**config.mk**
```make
export PLATFORM = sky130hd
export DESIGN_NAME = ds3_defect_monitor
export DESIGN_NICKNAME = d
export VERILOG_FILES = /design/src/rtl/dfm_pkg.sv /design/src/rtl/dfm_satcnt.sv /design/src/rtl/dfm_datapath.sv /design/src/rtl/dfm_control.sv /design/src/rtl/ds3_defect_monitor.sv
export SDC_FILE = /design/constraint.sdc
export NUM_CORES = 1
export LEC_CHECK = 0
export BUFFER_PORTS_ARGS = -buffer_cell sky130_fd_sc_hd__clkbuf_2
export CORE_UTILIZATION = 51
export DETAILED_ROUTE_END_ITERATION = 10
export PLACE_DENSITY = 0.84
export SYNTH_ARGS = -nofsm -noshare
export SYNTH_HDL_FRONTEND = slang
export SYNTH_SLANG_ARGS = --single-unit
```
**constraint.sdc**
```tcl
create_clock -name clk -period 2.95 [get_ports clk]
set_input_delay 0.1475 -clock clk [delete_from_list [all_inputs] [get_ports clk]]
set_output_delay 0.1475 -clock clk [all_outputs]
set_load 0.03 [all_outputs]
```
**src/rtl/dfm_pkg.sv**
```systemverilog
`timescale 1ns/1ps
package dfm_pkg;
  // per-frame counter strobes from control to datapath
  typedef struct packed {
    logic idleInc;
    logic idleDec;
    logic aisInc;
    logic aisDec;
  } cntStrobe_t;

  localparam int ST_AIS  = 7;
  localparam int ST_LOS  = 6;
  localparam int ST_IDLE = 5;
  localparam int ST_OOF  = 4;
  localparam int IS_AIS  = 5;
  localparam int IS_IDLE = 4;
endpackage

```
**src/rtl/dfm_satcnt.sv**
```systemverilog
`timescale 1ns/1ps
module dfm_satcnt #(
  parameter int W = 6
) (
  input  logic         clk,
  input  logic         rstN,
  input  logic         inc,
  input  logic         dec,
  output logic [W-1:0] cnt
);
  localparam logic [W-1:0] MAXV = {W{1'b1}};

  always_ff @(posedge clk or negedge rstN) begin
    if (!rstN) cnt <= '0;
    else if (inc && !dec && cnt != MAXV) cnt <= cnt + 1'b1;
    else if (dec && !inc && cnt != '0) cnt <= cnt - 1'b1;
  end

  // no strobe, no movement (invalid frames and idle cycles)
  assert_hold_R7: assert property (@(posedge clk) disable iff (!rstN)
    (!inc && !dec) |=> $stable(cnt));

  // any movement must be traced to a strobe
  assert_step_R3: assert property (@(posedge clk) disable iff (!rstN)
    (cnt != $past(cnt)) |-> ($past(inc) || $past(dec)));
endmodule

```
**src/rtl/dfm_datapath.sv**
```systemverilog
`timescale 1ns/1ps
module dfm_datapath
  import dfm_pkg::*;
#(
  parameter int CNT_W = 6
) (
  input  logic             clk,
  input  logic             rstN,
  input  logic             pldBit,
  input  logic             pldValid,
  input  logic             frameEnd,
  input  cntStrobe_t       strobe,
  output logic             patOkNow,
  output logic [CNT_W-1:0] idleCnt,
  output logic [CNT_W-1:0] aisCnt
);
  localparam int NCOND = 2;

  // idle payload pattern checker
  logic [1:0] phase;
  logic       patOk;
  logic       expBit;
  logic       bitOk;

  assign expBit   = ~phase[1];
  assign bitOk    = !pldValid || (pldBit == expBit);
  assign patOkNow = patOk && bitOk;

  always_ff @(posedge clk or negedge rstN) begin
    if (!rstN) begin
      phase <= '0;
      patOk <= 1'b1;
    end else if (frameEnd) begin
      phase <= '0;
      patOk <= 1'b1;
    end else if (pldValid) begin
      phase <= phase + 2'd1;
      patOk <= patOk && bitOk;
    end
  end

  // one saturating counter per condition: index 0 idle, 1 AIS
  logic [NCOND-1:0] incV;
  logic [NCOND-1:0] decV;
  logic [CNT_W-1:0] cntV [NCOND];

  assign incV = {strobe.aisInc, strobe.idleInc};
  assign decV = {strobe.aisDec, strobe.idleDec};

  for (genvar g = 0; g < NCOND; g++) begin : gCnt
    dfm_satcnt #(.W(CNT_W)) uCnt (
      .clk  (clk),
      .rstN (rstN),
      .inc  (incV[g]),
      .dec  (decV[g]),
      .cnt  (cntV[g])
    );
  end

  assign idleCnt = cntV[0];
  assign aisCnt  = cntV[1];
endmodule

```
**src/rtl/dfm_control.sv**
```systemverilog
`timescale 1ns/1ps
module dfm_control
  import dfm_pkg::*;
#(
  parameter int CNT_W = 6
) (
  input  logic             clk,
  input  logic             rstN,
  input  logic             frameEnd,
  input  logic             ohValid,
  input  logic [2:0]       cpBits,
  input  logic [1:0]       xBits,
  input  logic             aisType,
  input  logic             patOkNow,
  input  logic [CNT_W-1:0] idleCnt,
  input  logic [CNT_W-1:0] aisCnt,
  input  logic [CNT_W-1:0] idleThr,
  input  logic [CNT_W-1:0] aisThr,
  input  logic             losIn,
  input  logic             oofIn,
  input  logic [7:0]       intEnable,
  input  logic             intRead,
  output cntStrobe_t       strobe,
  output logic [7:0]       statusReg,
  output logic [7:0]       intStatus,
  output logic             intN
);
  localparam int NCOND = 2;

  // frame classification
  logic idleType;
  assign idleType = ohValid && (cpBits == 3'b000) && (xBits == 2'b11) && patOkNow;

  always_comb begin
    strobe.idleInc = frameEnd && idleType;
    strobe.idleDec = frameEnd && ohValid && !idleType;
    strobe.aisInc  = frameEnd && ohValid && aisType;
    strobe.aisDec  = frameEnd && ohValid && !aisType;
  end

  // defect state with declare/clear hysteresis
  logic [CNT_W-1:0] cntA [NCOND];
  logic [CNT_W-1:0] thrA [NCOND];
  logic [NCOND-1:0] defect;
  logic [NCOND-1:0] setC;
  logic [NCOND-1:0] clrC;

  assign cntA[0] = idleCnt;
  assign cntA[1] = aisCnt;
  assign thrA[0] = idleThr;
  assign thrA[1] = aisThr;

  for (genvar g = 0; g < NCOND; g++) begin : gDef
    logic [CNT_W-1:0] effThr;
    assign effThr  = (thrA[g] == '0) ? CNT_W'(1) : thrA[g];
    assign setC[g] = !defect[g] && (cntA[g] >= effThr);
    assign clrC[g] = defect[g] && (cntA[g] == '0);
  end

  always_ff @(posedge clk or negedge rstN) begin
    if (!rstN) defect <= '0;
    else       defect <= (defect | setC) & ~clrC;
  end

  // sticky change flags, cleared on read; a new set wins
  logic [7:0] setBits;
  always_comb begin
    setBits          = '0;
    setBits[IS_AIS]  = setC[1] || clrC[1];
    setBits[IS_IDLE] = setC[0] || clrC[0];
  end

  always_ff @(posedge clk or negedge rstN) begin
    if (!rstN) intStatus <= '0;
    else       intStatus <= (intRead ? 8'h00 : intStatus) | setBits;
  end

  assign intN = ~|(intStatus & intEnable);

  always_comb begin
    statusReg          = '0;
    statusReg[ST_AIS]  = defect[1];
    statusReg[ST_LOS]  = losIn;
    statusReg[ST_IDLE] = defect[0];
    statusReg[ST_OOF]  = oofIn;
  end

  assert_declare_R4: assert property (@(posedge clk) disable iff (!rstN)
    $rose(defect[0]) |-> ($past(idleCnt) >= $past(idleThr) && $past(idleCnt) != '0));

  assert_clear_R6: assert property (@(posedge clk) disable iff (!rstN)
    $fell(defect[1]) |-> ($past(aisCnt) == '0));

  assert_aischg_R9: assert property (@(posedge clk) disable iff (!rstN)
    (defect[1] != $past(defect[1])) |-> intStatus[IS_AIS]);

  assert_idlechg_R9: assert property (@(posedge clk) disable iff (!rstN)
    (defect[0] != $past(defect[0])) |-> intStatus[IS_IDLE]);

  assert_sticky_R9: assert property (@(posedge clk) disable iff (!rstN)
    (intStatus[IS_IDLE] && !intRead) |=> intStatus[IS_IDLE]);

  assert_pin_R10: assert property (@(posedge clk) disable iff (!rstN)
    (|(intStatus & intEnable)) |-> !intN);
endmodule

```
**src/rtl/ds3_defect_monitor.sv**
```systemverilog
`timescale 1ns/1ps
module ds3_defect_monitor
  import dfm_pkg::*;
#(
  parameter int CNT_W = 6
) (
  input  logic             clk,
  input  logic             rstN,
  input  logic             pldBit,
  input  logic             pldValid,
  input  logic             frameEnd,
  input  logic             ohValid,
  input  logic [2:0]       cpBits,
  input  logic [1:0]       xBits,
  input  logic             aisType,
  input  logic             losIn,
  input  logic             oofIn,
  input  logic [CNT_W-1:0] idleThr,
  input  logic [CNT_W-1:0] aisThr,
  input  logic [7:0]       intEnable,
  input  logic             intRead,
  output logic [7:0]       statusReg,
  output logic [7:0]       intStatus,
  output logic             intN
);
  cntStrobe_t       strobe;
  logic             patOkNow;
  logic [CNT_W-1:0] idleCnt;
  logic [CNT_W-1:0] aisCnt;

  dfm_datapath #(.CNT_W(CNT_W)) uDp (
    .clk      (clk),
    .rstN     (rstN),
    .pldBit   (pldBit),
    .pldValid (pldValid),
    .frameEnd (frameEnd),
    .strobe   (strobe),
    .patOkNow (patOkNow),
    .idleCnt  (idleCnt),
    .aisCnt   (aisCnt)
  );

  dfm_control #(.CNT_W(CNT_W)) uCtl (
    .clk       (clk),
    .rstN      (rstN),
    .frameEnd  (frameEnd),
    .ohValid   (ohValid),
    .cpBits    (cpBits),
    .xBits     (xBits),
    .aisType   (aisType),
    .patOkNow  (patOkNow),
    .idleCnt   (idleCnt),
    .aisCnt    (aisCnt),
    .idleThr   (idleThr),
    .aisThr    (aisThr),
    .losIn     (losIn),
    .oofIn     (oofIn),
    .intEnable (intEnable),
    .intRead   (intRead),
    .strobe    (strobe),
    .statusReg (statusReg),
    .intStatus (intStatus),
    .intN      (intN)
  );
endmodule

```
## After elaboration in Yosys (flattened, before gate mapping)

Index checks and enable logic that the tools add are counted.

- Input port bits: 35
- Output and inout bits: 17
- Register bits: 25
- Bits in writable memories: 0
- Word-level logic and storage cells: 79
- ROM bits: 0
- Latch bits: 0
- Memories kept: 0

- Div/mod/pow operators: 0
- Shifts and indexed selects: 0
- $add $sub $neg: 5
- Bitwise gates (word level): 6
- Mux-type cells: 11
- Magnitude comparators: 2
- Reductions and logical operators: 45
- Multiply operators: 0
- Eq/ne operators: 4

Operators by type and width:

| cell | number |
|---|---|
| 6-bit 2-to-1 mux | 6 |
| 6-bit logical NOT | 4 |
| 1-bit logical AND | 21 |
| 6-bit by 1-bit adder with 6-bit output, second input constant | 2 |
| 6-bit greater-or-equal comparator | 2 |
| 6-bit inequality test, second input constant | 2 |
| 6-bit nonzero test | 2 |
| 6-bit by 1-bit subtractor with 6-bit output, second input constant | 2 |
| 1-bit logical NOT | 10 |
| 8-bit AND | 1 |
| 8-bit 2-to-1 mux | 1 |
| 8-bit by 6-bit bitwise OR with 8-bit output | 1 |
| 8-bit OR reduction | 1 |
| 2-bit nonzero test | 3 |
| 2-bit 2-to-1 mux | 2 |
| 3-bit logical NOT | 1 |
| 1-bit logical OR | 3 |
| 2-bit by 1-bit adder with 2-bit output, second input constant | 1 |
| 2-bit AND | 1 |
| 2-bit equality test, second input constant | 1 |
| 1-bit 2-to-1 mux | 2 |
| 2-bit NOT | 1 |
| 2-bit bitwise OR | 1 |
| 1-bit equality test | 1 |
| 1-bit NOT | 1 |

## Depth between registers and ports, before layout

- Depth after elaboration: 11
- Mapped depth: 9

## Hierarchy

A second synthesis with hierarchy kept.

- Cells, all modules: 184
- Area total of the unflattened synthesis: 1811.7 µm²

By module, submodules not included:

| module | times used | cells an instance | area each (µm²) |
|---|---|---|---|
| dfm_satcnt | 2 | 46 | 501.7 |
| dfm_control | 1 | 79 | 666.9 |
| dfm_datapath | 1 | 13 | 141.4 |

## Worst setup path after synthesis

No wires, ideal clock.

- Path type: register -> register
- Start point: register uDp.phase[1]
- End point: register uDp.gCnt[0].uCnt.cnt[5]
- Arrival: 2.362 ns
- Stages on the path, launching flop included: 10
- Slack: 0.509 ns
- Period minus slack after synthesis: 2.441 ns
- Path buffers: 0
- Data required time: 2.871 ns
- Setup time: 0.079 ns
- Cell sequence: dfrtp_1 -> xor2_1 -> o21ai_2 -> or4b_4 -> ha_1 -> a211oi_1 -> o21bai_1 -> a21oi_1 -> mux2i_1 -> xor2_1

- Cells in the longest elaborated chain, start to end: 11
- Elaborated cells between the ends (all ways): 16
- Those cells by class: eq/ne: 1; mux: 1; bitwise: 1; reduce/logical: 13

Ends and longest elaborated chain:

| what | RTL line | RTL |
|---|---|---|
| start: declaration | dfm_datapath.sv:20 | `logic [1:0] phase;` |
| start signal: assignment | dfm_datapath.sv:37 | `phase <= phase + 2'd1;` |
| 1-bit NOT * | dfm_datapath.sv:25 | `assign expBit = ~phase[1];` |
| 1-bit equality test * | dfm_datapath.sv:26 | `assign bitOk = !pldValid \|\| (pldBit == expBit);` |
| 1-bit logical OR * | dfm_datapath.sv:26 |  |
| 1-bit logical AND * | dfm_datapath.sv:27 | `assign patOkNow = patOk && bitOk;` |
| 1-bit logical AND * | dfm_control.sv:32 | `assign idleType = ohValid && (cpBits == 3'b000) && (xBits == 2'b11) && patOkNow;` |
| 1-bit logical NOT | dfm_control.sv:36 | `strobe.idleDec = frameEnd && ohValid && !idleType;` |
| 1-bit logical AND | dfm_control.sv:36 |  |
| 1-bit logical NOT | dfm_satcnt.sv:15 | `else if (inc && !dec && cnt != MAXV) cnt <= cnt + 1'b1;` |
| 1-bit logical AND (2 in a row) | dfm_satcnt.sv:15 |  |
| 6-bit 2-to-1 mux or 2-bit nonzero test (tied branches) | - |  |
| end signal: assignment | dfm_satcnt.sv:15 |  |
| end signal: assignment | dfm_satcnt.sv:16 | `else if (dec && !inc && cnt != '0) cnt <= cnt - 1'b1;` |
| end: declaration | dfm_satcnt.sv:9 | `output logic [W-1:0] cnt` |

Mark *: on every way between the ends. The rest lies on a longest branch, timed or not.
A chain may end at the register's enable or synchronous reset.

## Worst setup path after layout

Same ends and word-level chain as after synthesis.

==> metrics.yaml <==
die_w_um: 58.11
synth_top_flop_cell: "dfrtp_1"
worst_path_most_repeated_cell: "xor2_1"
worstSetupEndpointType: "flip-flop"
period_minus_slack_ns: 2.616
synthArstFlopShare: 1.000
instances_no_fill: 244
grt_pass1_vias: 1207
start_kind: "flip-flop"
rsz0062_at_grt: "no"
root_buffer: "clkbuf_4"
met1_usage: 0.2528
cp.required_ns: 3.19
initial_utilization: 0.5581
powerDensity_nw_per_um2: 832.7
synth.avg_cell_area_sq_um: 9.555
ir_drop_uv: 391.2
finalMaxSlewViolations: 0
fmax_ghz: 0.3823
cts_tree: "done"
finalHoldViolCount: 0
multi_input_area_sq_um: 1016
critPathMaxFanout: 6
crit_chain: "xor2_1, o21ai_2, or4b_4, ha_1, a211oi_1, o21bai_1, a21oi_1, mux2i_1, xor2_1"
seq_area_frac_synth: 0.2970
cp.arrival_ns: 2.86
port_buffers: 31
die_area_sq_um: 3376
path_clk_slew_ns: 0.11
r2r_start: "uDp.phase[1]"
min_from: "intRead"
placementRows: 19
min_path_type: "input pin to flip-flop"
grt_usage: 0.1926
startpoint: "uDp.phase[1]"
detail-route-antenna-nets: 0
grt_use_met2: 0.3169
maxCapViolations: 0
route.detailed.drc: 0
routed_via_density: 5.160
dp.cells: 239
numCtsBuffers: 3
total_power_mw: 1.500
core-area_sq_um: 2877
area_growth_pct: 12.24
clkLatencyLatePin_ns: 0.31
path_class: "flip-flop to flip-flop"
grt_start_max_net_pins: 20
clockBufferDepth: 2
yosysUniqueCellTypes: 37
fillCellCount: 264
fin_util: 0.6264
first_pass_iters: 4
antenna_found_initial: 0
total_leakage_power_nw: 0.8891
syn-cell-area_sq_um: 1605
cpPeakStageDelay_ns: 0.60
layout-drive-gt1-share: 0.2574
die_y_um: 58.11
ioPinCount: 52
dp_hpwl_um: 2250
fin_setup_tns_ns: 0
grt_use_met3: 0.02679
fin_crit_sh: 0.8868
nets: 260
antenna_cells: 0
drt_iter0_drc: 16
grt_pass1_wl_um: 4940
synth_edf_count: 0
grt-ovfl-total: 0
ff_latch_area_sq_um: 476.7
cts.sinks: 19
wl_um: 2780
vias: 1259
ys_ff_latch: 19
synth_cells: 168
setup_viol: 0
busiest_layer: "met2"
place.gp.congestion: 0.7916
wl_per_cell_um: 11.39
cp_slowest_cell: "or4b_4"
fin_skew_ns: 0.002280
status: "completed"
ys_warn_count: 0
htreeDepth: 1
## synthesized netlist by cell type (all sizes together) (3+ instances only)
cell | number | area share
nor2 | 8 | 0.019
a211oi | 5 | 0.026
o21ai | 4 | 0.017
nand4 | 3 | 0.012
nor3 | 4 | 0.012
dfrtp | 18 | 0.28
buf | 12 | 0.056
xnor2 | 7 | 0.038
mux2 | 8 | 0.056
ha | 20 | 0.16
xor2 | 5 | 0.027
nand3 | 4 | 0.012
a21oi | 8 | 0.025
inv | 15 | 0.035
and2 | 3 | 0.012
nand2 | 7 | 0.016
a21o | 9 | 0.042
o211ai | 3 | 0.014
## metal layers
| layer | wire (um) | part of all wire |
|---|---|---|
| met1 | 1383 | 0.50 |
| met2 | 1213 | 0.44 |
| met3 | 131 | 0.047 |
| met4 | 51 | 0.018 |
| met5 | 0 | 0 |
## critical path: cells and delay by family (launching register included)
kind,cells,cell delay (ns)
flops,1,0.42
compound gates,4,0.64
mux,1,0.24
xor+xnor,2,0.33
simple gates,1,0.60
fa+ha+maj,1,0.31
## cells by family (layout without fill, tap and decap cells)
group	Yosys count	count (layout)	synth area share
buffers and inverters	27	52	0.09119
flip-flops	19	19	0.2970
other	1	10	0.002336
AND/OR/NAND/NOR	37	37	0.1200
AO/OA/AOI/OAI	41	41	0.1808
multiplexers	9	9	0.06236
XOR/XNOR	12	12	0.06547
adder cells (fa/ha/maj)	22	22	0.1808
## registers in the layout (all words and copies together) (netlist names)
register,cells
uDp.gCnt.uCnt.cnt,12
uCtl.defect,2
uCtl.intStatus,2
uDp.phase,2
uDp.patOk,1
## final timing paths
kind,endpoint,slack [ns],cells after the start
max,uDp.gCnt[0].uCnt.cnt[5],0.33,9
min,uCtl.intStatus[4],0.03,2
max reg2reg,uDp.gCnt[0].uCnt.cnt[5],0.33,9
min reg2reg,uCtl.defect[0],0.51,1
max in group asynchronous,uDp.patOk,2.29,2
min in group asynchronous,uDp.gCnt[0].uCnt.cnt[1],0.31,2
## cell usage in the layout (no fill, tap or decap), types with 4 or more instances in the layout
master / count
clkbuf_2: 31
ha_1: 20
dfrtp_1: 18
inv_1: 15
conb_1: 10
a21o_1: 9
nor2_1: 8
a21oi_1: 8
mux2_2: 8
nand2_1: 7
xnor2_1: 7
xor2_1: 5
nor3_1: 4
nand3_1: 4
a211oi_1: 4
## cell type report
type,count,share of cell area
Inverter,15,0.03125
Timing Repair Buffer,33,0.09583
Clock inverter,1,0.002778
Sequential cell,19,0.2646
Clock buffer,3,0.01250
Tap cell,42,0.02917
Multi-Input combinational cell,131,0.5639
## through the flow
stage          setup WS (ns)  hold WS, ns  cell area (sq um)
6_report              0.3339      0.03054               1802
5_1_grt               0.1477      0.01446               1802
4_1_cts               0.3383      0.01919               1802
3_5_place_dp          0.3643       0.1339               1764
3_3_place_gp          0.4012       0.1279               1764
2_1_floorplan         0.5090      -0.1481               1639
## power breakdown
| group | internal, mW | switching (mW) |
|---|---|---|
| clock | 0.0508 | 0.0877 |
| sequential | 0.369 | 0.161 |
| combinational | 0.424 | 0.408 |
## what timing repair did
action,in CTS,in global routing
setup buffers,0,0
gates resized for setup,0,0
setup endpoints to repair,0,0
hold endpoints to repair,18,0
hold buffers,1,0
Note: power is estimated with default switching activity, not from simulation.
